### src/rtl/gpu_regbank_pkg.sv
package gpu_regbank_pkg;
   localparam int unsigned IX_DRAW_ARRAYS = 2;
   localparam int unsigned IX_DRAW_ELEMS  = 3;
   localparam int unsigned IX_ATTR_FMT    = 4;
   localparam int unsigned IX_COLOR_BASE  = 8;
   localparam int unsigned IX_COLOR_FMT   = 9;
   localparam int unsigned IX_DEPTH_BASE  = 10;
   localparam int unsigned IX_FB_DIMS     = 11;
   localparam int unsigned IX_BOOL_UNI    = 16;
   localparam int unsigned IX_ENTRY       = 17;
   localparam int unsigned IX_XFER_END    = 18;
   localparam int unsigned IX_ATTR_FIRST  = 32;

   localparam int unsigned ATTR_SLOTS = 3;
   localparam int unsigned OFS_W      = 28;
   localparam int unsigned SIZE_W     = 8;
   localparam int unsigned COMP_W     = 4;

   typedef struct packed {
      logic [10:0] width;
      logic [10:0] height;
   } fb_dims_t;

   function automatic logic [30:0] byte_base(input logic [27:0] units);
      return {units, 3'b000};
   endfunction
endpackage

### src/rtl/gpu_regbank_dec.sv
module gpu_regbank_dec #(
   parameter logic [31:0] BASE_ADDR = 32'h1EF0_1000,
   parameter logic [31:0] WIN_BYTES = 32'h0000_0C00,
   parameter int unsigned NUM_REGS  = 64,
   parameter int unsigned IDX_W     = 6
) (
   input  logic [31:0]      addr,
   output logic             in_win,
   output logic             in_range,
   output logic [IDX_W-1:0] idx
);
   localparam logic [31:0] END_ADDR = BASE_ADDR + WIN_BYTES;

   logic [31:0] off;

   always_comb begin
      off      = addr - BASE_ADDR;
      in_win   = (addr >= BASE_ADDR) && (addr < END_ADDR);
      in_range = in_win && ((off >> 2) < 32'(NUM_REGS));
      idx      = off[IDX_W+1:2];
   end
endmodule

### src/rtl/gpu_regbank_store.sv
module gpu_regbank_store #(
   parameter int unsigned NUM_REGS = 64,
   parameter int unsigned IDX_W    = 6
) (
   input  logic             clk,
   input  logic             rst_n,
   input  logic             we,
   input  logic             re,
   input  logic             hit,
   input  logic [IDX_W-1:0] idx,
   input  logic [31:0]      wdata,
   input  logic [31:0]      wmask,
   output logic [31:0]      rdata
);
   logic [31:0] words [NUM_REGS];

   always_ff @(posedge clk) begin
      if (!rst_n) begin
         for (int i = 0; i < int'(NUM_REGS); i++) words[i] <= '0;
         rdata <= '0;
      end else begin
         if (re) rdata <= hit ? words[idx] : '0;
         if (we && hit) words[idx] <= (words[idx] & ~wmask) | (wdata & wmask);
      end
   end
endmodule

### src/rtl/gpu_regbank_side.sv
module gpu_regbank_side
   import gpu_regbank_pkg::*;
#(
   parameter int unsigned NUM_ATTR = 4,
   parameter int unsigned IDX_W    = 6
) (
   input  logic                       clk,
   input  logic                       rst_n,
   input  logic                       wr,
   input  logic [IDX_W-1:0]           idx,
   input  logic [31:0]                wdata,
   output logic                       draw_pulse,
   output logic                       draw_indexed,
   output logic                       finalize_pulse,
   output logic [4:0]                 attr_total,
   output logic [11:0]                fixed_mask,
   output logic [30:0]                color_base,
   output logic [30:0]                depth_base,
   output logic [2:0]                 color_fmt,
   output logic [10:0]                fb_width,
   output logic [10:0]                fb_height,
   output logic [15:0]                bool_uniform,
   output logic [15:0]                entry_point,
   output logic [NUM_ATTR*OFS_W-1:0]  attr_offset,
   output logic [NUM_ATTR*SIZE_W-1:0] attr_size,
   output logic [NUM_ATTR*COMP_W-1:0] attr_comps
);
   localparam int unsigned ATTR_LAST = IX_ATTR_FIRST + ATTR_SLOTS*NUM_ATTR;

   logic             nz;
   logic             in_attr;
   logic [IDX_W-1:0] rel, grp, slot;
   fb_dims_t         dims;

   always_comb begin
      nz      = |wdata;
      in_attr = (idx >= IDX_W'(IX_ATTR_FIRST)) && (idx < IDX_W'(ATTR_LAST));
      rel     = idx - IDX_W'(IX_ATTR_FIRST);
      grp     = rel / IDX_W'(ATTR_SLOTS);
      slot    = rel % IDX_W'(ATTR_SLOTS);
      dims.width  = wdata[10:0];
      dims.height = {1'b0, wdata[21:12]} + 11'd1;
   end

   always_ff @(posedge clk) begin
      if (!rst_n) begin
         draw_pulse     <= 1'b0;
         draw_indexed   <= 1'b0;
         finalize_pulse <= 1'b0;
         attr_total     <= '0;
         fixed_mask     <= '0;
         color_base     <= '0;
         depth_base     <= '0;
         color_fmt      <= '0;
         fb_width       <= '0;
         fb_height      <= '0;
         bool_uniform   <= '0;
         entry_point    <= '0;
      end else begin
         draw_pulse     <= wr && nz && (idx == IDX_W'(IX_DRAW_ARRAYS) || idx == IDX_W'(IX_DRAW_ELEMS));
         draw_indexed   <= wr && nz && (idx == IDX_W'(IX_DRAW_ELEMS));
         finalize_pulse <= wr && nz && (idx == IDX_W'(IX_XFER_END));
         if (wr) begin
            if (idx == IDX_W'(IX_ATTR_FMT)) begin
               attr_total <= {1'b0, wdata[31:28]} + 5'd1;
               fixed_mask <= wdata[27:16];
            end
            if (idx == IDX_W'(IX_COLOR_BASE)) color_base <= byte_base(wdata[27:0]);
            if (idx == IDX_W'(IX_DEPTH_BASE)) depth_base <= byte_base(wdata[27:0]);
            if (idx == IDX_W'(IX_COLOR_FMT))  color_fmt  <= wdata[18:16];
            if (idx == IDX_W'(IX_FB_DIMS)) begin
               fb_width  <= dims.width;
               fb_height <= dims.height;
            end
            if (idx == IDX_W'(IX_BOOL_UNI)) bool_uniform <= wdata[15:0];
            if (idx == IDX_W'(IX_ENTRY))    entry_point  <= wdata[15:0];
         end
      end
   end

   for (genvar g = 0; g < int'(NUM_ATTR); g++) begin : g_attr
      logic [OFS_W-1:0]  ofs_q;
      logic [SIZE_W-1:0] size_q;
      logic [COMP_W-1:0] comp_q;
      logic              sel;

      assign sel = wr && in_attr && (grp == IDX_W'(g));

      always_ff @(posedge clk) begin
         if (!rst_n) begin
            ofs_q  <= '0;
            size_q <= '0;
            comp_q <= '0;
         end else if (sel) begin
            if (slot == IDX_W'(0)) ofs_q <= wdata[27:0];
            if (slot == IDX_W'(2)) begin
               size_q <= wdata[23:16];
               comp_q <= wdata[31:28];
            end
         end
      end

      assign attr_offset[g*OFS_W +: OFS_W]   = ofs_q;
      assign attr_size[g*SIZE_W +: SIZE_W]   = size_q;
      assign attr_comps[g*COMP_W +: COMP_W]  = comp_q;
   end
endmodule

### src/rtl/gpu_regbank.sv
module gpu_regbank
   import gpu_regbank_pkg::*;
#(
   parameter logic [31:0] BASE_ADDR = 32'h1EF0_1000,
   parameter logic [31:0] WIN_BYTES = 32'h0000_0C00,
   parameter int unsigned NUM_REGS  = 64,
   parameter int unsigned NUM_ATTR  = 4
) (
   input  logic                     clk,
   input  logic                     rst_n,
   input  logic [31:0]              bus_addr,
   input  logic                     bus_wr,
   input  logic                     bus_rd,
   input  logic [31:0]              bus_wdata,
   input  logic [31:0]              bus_wmask,
   output logic [31:0]              rd_data,
   output logic                     err_flag,
   output logic                     draw_pulse,
   output logic                     draw_indexed,
   output logic                     finalize_pulse,
   output logic [4:0]               attr_total,
   output logic [11:0]              fixed_mask,
   output logic [30:0]              color_base,
   output logic [30:0]              depth_base,
   output logic [2:0]               color_fmt,
   output logic [10:0]              fb_width,
   output logic [10:0]              fb_height,
   output logic [15:0]              bool_uniform,
   output logic [15:0]              entry_point,
   output logic [NUM_ATTR*28-1:0]   attr_offset,
   output logic [NUM_ATTR*8-1:0]    attr_size,
   output logic [NUM_ATTR*4-1:0]    attr_comps
);
   localparam int unsigned IDX_W = (NUM_REGS > 1) ? $clog2(NUM_REGS) : 1;

   if (IX_ATTR_FIRST + ATTR_SLOTS*NUM_ATTR > NUM_REGS) begin : g_chk_attr
      $error("attribute groups exceed implemented register count");
   end
   if (NUM_REGS*4 > WIN_BYTES) begin : g_chk_win
      $error("implemented registers exceed the address window");
   end
   if (IX_XFER_END >= NUM_REGS) begin : g_chk_idx
      $error("decoded indices exceed implemented register count");
   end

   logic             in_win, in_range;
   logic [IDX_W-1:0] idx;

   gpu_regbank_dec #(
      .BASE_ADDR(BASE_ADDR), .WIN_BYTES(WIN_BYTES),
      .NUM_REGS(NUM_REGS),   .IDX_W(IDX_W)
   ) dec_i (
      .addr(bus_addr), .in_win(in_win), .in_range(in_range), .idx(idx)
   );

   gpu_regbank_store #(.NUM_REGS(NUM_REGS), .IDX_W(IDX_W)) store_i (
      .clk(clk), .rst_n(rst_n), .we(bus_wr), .re(bus_rd), .hit(in_range),
      .idx(idx), .wdata(bus_wdata), .wmask(bus_wmask), .rdata(rd_data)
   );

   gpu_regbank_side #(.NUM_ATTR(NUM_ATTR), .IDX_W(IDX_W)) side_i (
      .clk(clk), .rst_n(rst_n), .wr(bus_wr && in_range), .idx(idx), .wdata(bus_wdata),
      .draw_pulse(draw_pulse), .draw_indexed(draw_indexed), .finalize_pulse(finalize_pulse),
      .attr_total(attr_total), .fixed_mask(fixed_mask),
      .color_base(color_base), .depth_base(depth_base), .color_fmt(color_fmt),
      .fb_width(fb_width), .fb_height(fb_height),
      .bool_uniform(bool_uniform), .entry_point(entry_point),
      .attr_offset(attr_offset), .attr_size(attr_size), .attr_comps(attr_comps)
   );

   always_ff @(posedge clk) begin
      if (!rst_n) err_flag <= 1'b0;
      else if ((bus_wr || bus_rd) && in_win && !in_range) err_flag <= 1'b1;
   end
endmodule

### config.mk
export PLATFORM = sky130hd
export DESIGN_NAME = gpu_regbank
export DESIGN_NICKNAME = d
export VERILOG_FILES = /design/src/rtl/gpu_regbank_pkg.sv /design/src/rtl/gpu_regbank_dec.sv /design/src/rtl/gpu_regbank_store.sv /design/src/rtl/gpu_regbank_side.sv /design/src/rtl/gpu_regbank.sv
export SDC_FILE = /design/constraint.sdc
export NUM_CORES = 2
export LEC_CHECK = 0
export BUFFER_PORTS_ARGS = -buffer_cell sky130_fd_sc_hd__clkbuf_2
export CAP_MARGIN = 10
export CORE_UTILIZATION = 30
export CTS_CLUSTER_SIZE = 40
export DETAILED_ROUTE_END_ITERATION = 12
export PLACE_DENSITY = 0.56
export SLEW_MARGIN = 40
export SYNTH_ARGS = -nofsm -noshare
export SYNTH_HDL_FRONTEND = slang
export SYNTH_SLANG_ARGS = --single-unit
### constraint.sdc
create_clock -name clk -period 7.4 [get_ports clk]
set_input_delay 1.48 -clock clk [delete_from_list [all_inputs] [get_ports clk]]
set_output_delay 1.48 -clock clk [all_outputs]
set_load 0.005 [all_outputs]
=== Word-level counts from Yosys, hierarchy flattened ===
Memories as Yosys holds them, arrays and structs flattened.
Index checks and enable logic that the tools add are counted.

* Div/mod/pow operators: 2
* Equal/unequal tests: 14
* Bitwise gates (word level): 4
* Reductions and logical operators: 37
* Multiplexer cells: 8
* $add $sub $neg: 4
* Order comparisons: 5

{| class="wikitable"
|+ Operators by type and width
! operator !! number
|-
| AND 32 bit || 2
|-
| two-way mux 32 bit || 2
|-
| OR reduction 32 bit || 2
|-
| >= comparator 32 x 29 -> 1 bit (second input constant) || 1
|-
| < comparator 32 x 29 -> 1 bit (second input constant) || 1
|-
| NOT 32 bit || 1
|-
| OR 32 bit || 1
|-
| subtractor 32 x 29 -> 32 bit (second input constant) || 1
|-
| equality test 6 x 2 -> 1 bit (second input constant) || 5
|-
| < comparator 30 x 7 -> 1 bit (second input constant) || 1
|-
| AND reduction 2 bit || 15
|-
| equality test 6 x 4 -> 1 bit (second input constant) || 4
|-
| equality test 6 x 5 -> 1 bit (second input constant) || 3
|-
| logical AND 1 bit || 15
|-
| logical NOT 6 bit || 2
|-
| adder 10 x 1 -> 11 bit (second input constant) || 1
|-
| divider 6 x 2 -> 6 bit (second input constant) || 1
|-
| equality test 6 x 1 -> 1 bit (second input constant) || 1
|-
| equality test 6 x 3 -> 1 bit (second input constant) || 1
|-
| >= comparator 6 bit (second input constant) || 1
|-
| < comparator 6 bit (second input constant) || 1
|-
| modulo 6 x 2 -> 6 bit (second input constant) || 1
|-
| two-way mux 6 bit || 1
|-
| subtractor 6 bit (second input constant) || 1
|-
| other kinds (4) || 9
|}

* Memories: 1
* Register bits: 326
* Output and inout port bits: 332
* Input port bits: 100
* Bits in writable memories: 2,048
* Logic and storage cells: 101

{| class="wikitable"
|+ Memories
! name !! words !! width !! rd ports !! clocked after Yosys merged registers in !! wr ports !! RTL line !! source
|-
| store_i.words || 64 || 32 || 1 || 0 || 64 || gpu_regbank_store.sv:15 || <nowiki>logic [31:0] words [NUM_REGS];</nowiki>
|}

=== Logic depth before layout (Yosys ltp) ===
* Word-level depth: 9
* Gate-level depth with buffers: 21

=== Hierarchy ===
Synthesis repeated with hierarchy kept, for this count alone.

* Cell total of the unflattened synthesis: 9,429
* Area total of the unflattened synthesis: 110,244.5 µm²

{| class="wikitable"
|+ Modules (own cells, without submodules)
! module !! cells an instance !! seq. area each (µm²) !! area each (µm²) !! times used
|-
| gpu_regbank_store || 8,088 || 62,139.6 || 98,074.1 || 1
|-
| gpu_regbank_side || 1,320 || 5,865.6 || 11,989.0 || 1
|-
| gpu_regbank_dec || 16 || 0.0 || 135.1 || 1
|-
| gpu_regbank || 5 || 20.0 || 46.3 || 1
|}

=== Least setup slack after synthesis ===
Ideal clock, no wire load.

* Path kind: input to register
* Start point: in bus_addr[6]
* End point: reg side_i.g_attr[3].ofs_q[22]
* Setup slack: 1,398 ps
* Stages on the path: 20
* Data required time: 7,280 ps
* Path buffers: 5
* Arrival time: 5,881 ps
* Cells stage by stage: clkbuf_1 > clkbuf_1 > inv_1 > ha_1 > clkbuf_1 > mux2_2 > a221o_1 > ha_1 > inv_1 > nand2_1 > a211oi_1 > xnor2_1 > ha_1 > a2111o_1 > a2111oi_0 > o21ai_0 > or2_2 > buf_4 > buf_6 > mux2i_1

* Longest elaborated chain between the ends: 7

{| class="wikitable"
|+ RTL lines
! element !! RTL line !! source
|-
| from (decl) || gpu_regbank.sv:11 || <nowiki>input logic [31:0] bus_addr,</nowiki>
|-
| parallel branches: the longest is 6 deep, another holds subtractor 32 x 29 -> 32 bit || -- ||
|-
| AND reduction 2 bit (no source line) * || -- ||
|-
| to (signal assigned) || gpu_regbank_side.sv:95 || <nowiki>if (slot == IDX_W'(0)) ofs_q <= wdata[27:0];</nowiki>
|-
| to (decl) || gpu_regbank_side.sv:82 || <nowiki>logic [OFS_W-1:0] ofs_q;</nowiki>
|}

Every way passes the cells marked *.
A chain may end at the register's enable or synchronous reset.

=== Final worst setup path ===
* Start point: in bus_addr[6]
* End point: reg side_i.g_attr[1].ofs_q[25]

* Longest elaborated chain between the ends: 7

{| class="wikitable"
|+ RTL lines
! element !! RTL line
|-
| parallel branches: the longest is 6 deep, another holds subtractor 32 x 29 -> 32 bit || --
|-
| AND reduction 2 bit (no source line) * || --
|-
| to (signal assigned) || gpu_regbank_side.sv:95
|-
| to (decl) || gpu_regbank_side.sv:82
|}

Marks and branches as above.

==> impl_metrics.tcl <==
set metrics [dict create \
    grt_setup_unrepaired "false" \
    core_um2 333400 \
    clock_path_buffers 4 \
    wl_per_cell_um 29.28 \
    grt.total_usage 0.1978 \
    start_util 0.3014 \
    gr-max-usage-layer "met2" \
    cap_violations 0 \
    critical_path_class "input pin to flop" \
    start_kind "input pin" \
    pwr_density_cell_nw_per_um2 262.1 \
    grt_pass1_vias 62050 \
    htreeDepth 5 \
    area_growth_pct 15.88 \
    drt_iter0_markers 7399 \
    die_area_um2 337300 \
    slowest_stage "a2111oi_0" \
    first_pass_iters 6 \
    drive_above_1_share 0.2498 \
    final_common_cell "nor2_1" \
    crit_required_ns 8.17 \
    vias 62520 \
    rows 212 \
    dp_cells 11210 \
    syn_area_um2 100500 \
    antenna_found_initial 19 \
    synth.avg_cell_area_um2 14.72 \
    netlist_instances 6828 \
    worst_slew_pin_slew_ns 0.8812 \
    finalCritPeriodShare 0.8432 \
    cts-root-buf "clkbuf_16" \
    port_buffers 423 \
    outcome "finished clean" \
    cts_inserted_buffers 274 \
    drc_errors 0 \
    yosysWarnings 0 \
    min_path_type "flop to flop" \
    hold_viol_final 0 \
    fp.dieW_um 580.8 \
    async_reset_ff_frac 0 \
    layout_common_cells "nor2_1 (2132), edfxtp_1 (2048), mux4_2 (672), clkbuf_2 (421), dfxtp_1 (326)" \
    clock_latency_ns 0.93 \
    clock_sinks 2374 \
    cp_max_fo 28 \
    critical_path.cell_chain "clkbuf_2 > inv_1 > ha_1 > mux2_2 > a221o_1 > ha_1 > inv_1 > nand2_1 > a211oi_1 > xnor2_1 > ha_1 > a2111o_1 > a2111oi_0 > o21ai_0 > or2_4 > mux2i_1" \
    final.setup_skew_ns 0.03843 \
    final.setup.tns_ns 0 \
    grt_pass1_wl_um 474700 \
    dp_hpwl_um 208000 \
    end_kind "flop" \
    globalRoute.totalOverflow 0 \
    finalSetupViolCount 0 \
    grt_max_degree 87 \
    globalplace.congestion 0.8801 \
    viasPerCell 5.357 \
    synth_ff_type "edfxtp_1" \
    relSlewSlack 0.4125 \
    totalWireLength_um 341800 \
    synth-seq-area-share 0.6769 \
    cts_tree "built" \
    synth_edf_count 2048 \
    fmax_mhz 160.3 \
    drtAntennaViolNets 0 \
    p_leak_nw 41.13 \
    fp.dieH_um 580.8 \
    yosysUniqueCellTypes 68 \
    finalMaxSlewViolations 0 \
    io_pins 432 \
    nets 7210 \
    grtUsageMet3 0.04832 \
    crit_arrival_ns 7.01 \
    postCtsSetupBuffers 0 \
    min_period_ns 6.239 \
    met1_usage 0.2414 \
    ctsHoldBuffers 0 \
    path_clk_slew_ns 0.06 \
    critPathMaxStageDelay_ns 0.65 \
    grt_use_met2 0.3275 \
    peakVddDrop_v 0.0002695 \
    stdcell_count 11670 \
    synth.ff_latch_count 2374 \
    cts_resized 0 \
    critPathMostFrequentCell "ha_1" \
]
==> area by class of cell <==
type | instances | area [um^2]
diodes | 11 | 27.53
flip-flops and latches | 2374 | 68030
repair buffers | 665 | 4587
clock inverters | 92 | 780.7
multi-input cells | 3761 | 30010
well taps | 4387 | 5489
inverters | 23 | 96.34
clock buffers | 358 | 7443
fillers | 31780 | 217000
==> cell usage after synthesis (3+ instances only) <==
| library cell | count | area (um^2) |
|---|---|---|
| and3_1 | 16 | 100.1 |
| nor2_1 | 2134 | 8010 |
| nor4_1 | 14 | 87.58 |
| buf_4 | 11 | 82.58 |
| dfxtp_1 | 326 | 6526 |
| xor2_1 | 7 | 61.31 |
| a21oi_1 | 66 | 330.3 |
| a22oi_1 | 32 | 240.2 |
| o21ai_0 | 27 | 135.1 |
| inv_1 | 21 | 78.83 |
| mux4_2 | 672 | 15130 |
| nand2_1 | 374 | 1404 |
| nand2b_1 | 5 | 31.28 |
| ha_1 | 11 | 137.6 |
| or3_1 | 4 | 25.02 |
| and3b_1 | 3 | 26.28 |
| nor2b_1 | 5 | 31.28 |
| nor3_1 | 22 | 110.1 |
| nand4_1 | 10 | 62.56 |
| a211oi_1 | 4 | 30.03 |
| buf_6 | 4 | 45.04 |
| buf_1 | 22 | 82.58 |
| a22o_1 | 108 | 945.9 |
| nor4b_1 | 3 | 26.28 |
| nand3_1 | 22 | 110.1 |
| o211ai_1 | 4 | 30.03 |
| edfxtp_1 | 2048 | 61500 |
| and4_1 | 3 | 26.28 |
| clkbuf_1 | 392 | 1471 |
| mux2i_1 | 104 | 1041 |
| mux2i_4 | 32 | 720.7 |
| a2111o_1 | 3 | 33.78 |
| nor3b_1 | 3 | 22.52 |
| a31oi_1 | 7 | 43.79 |
| xnor2_1 | 13 | 113.9 |
| a211o_1 | 6 | 52.55 |
| and2_1 | 6 | 37.54 |
| o31ai_1 | 3 | 22.52 |
| buf_2 | 246 | 1231 |
==> state kept, by name (all words and copies together) (netlist names), 12 cells and up <==
name and count:
side_i.fixed_mask 12, side_i.g_attr.size_q 32, side_i.depth_base 28, store_i.rdata 32
side_i.bool_uniform 16, side_i.g_attr.comp_q 16, side_i.g_attr.ofs_q 112, side_i.color_base 28
side_i.entry_point 16, store_i.words 2048
==> metal layers <==
layer | up-vias | routed length (um)
met5 | - | 73
met4 | 12 | 18530
met3 | 676 | 34280
met2 | 3519 | 163700
met1 | 32790 | 125200
li1 | 25520 | -
==> metrics by stage <==
step                total power (W)  setup WS (ns)  utilization  instance area, um^2  hold WS [ns]
floorplan                   0.01675          1.398            -               100500        0.4482
global placement            0.01790         0.3554       0.3232               107800        0.4383
detailed placement          0.01797         0.4913       0.3243               108100        0.4446
CTS                         0.03062          1.444       0.3489               116300        0.4529
global route                0.03123         0.9688       0.3492               116400        0.4664
finish                      0.03052          1.161       0.3493               116500        0.4538
==> report_power, final <==
group          internal, W  switching [W]  total (W)  leakage (nW)
combinational     0.000814        0.00194    0.00275          13.3
sequential          0.0149      0.0000979     0.0150          23.7
clock              0.00752        0.00528     0.0128          4.05
==> worst max-delay path, delay by kind of cell <==
kind,cells,cell delay (ns)
AO/OA/AOI/OAI,5,2.15
adder cells (fa/ha/maj),3,1.08
buffers and inverters,3,0.77
AND/OR/NAND/NOR,2,0.67
multiplexers,2,0.60
XOR/XNOR,1,0.19
==> logic make-up (layout without fill, tap and decap cells) <==
family                     after synthesis  after routing  synth area share
DFF                                   2374           2374            0.6769
adders and majority gates               11             11          0.001370
AOI/OAI and AO/OA                      280            280           0.02032
muxes                                  810            810            0.1684
xor gates and xnor gates                20             20          0.001743
buffers and inverters                  698           1138           0.02984
other                                    1             17        0.00003732
and+or+nand+nor                       2634           2634            0.1014
==> path summary, 6_finish.rpt <==
check | start | endpoint | slack [ns] | depth (start not counted)
worst min-delay path | side_i.g_attr[0].ofs_q[14] | side_i.g_attr[0].ofs_q[14] | 0.45 | 2
worst min register to register | side_i.g_attr[0].ofs_q[14] | side_i.g_attr[0].ofs_q[14] | 0.45 | 2
worst max-delay path | bus_addr[6] | side_i.g_attr[1].ofs_q[25] | 1.16 | 16
worst max register to register | store_i.words[63][3] | store_i.words[17][3] | 3.68 | 6
No activity file was read; power rests on OpenSTA's default activity.
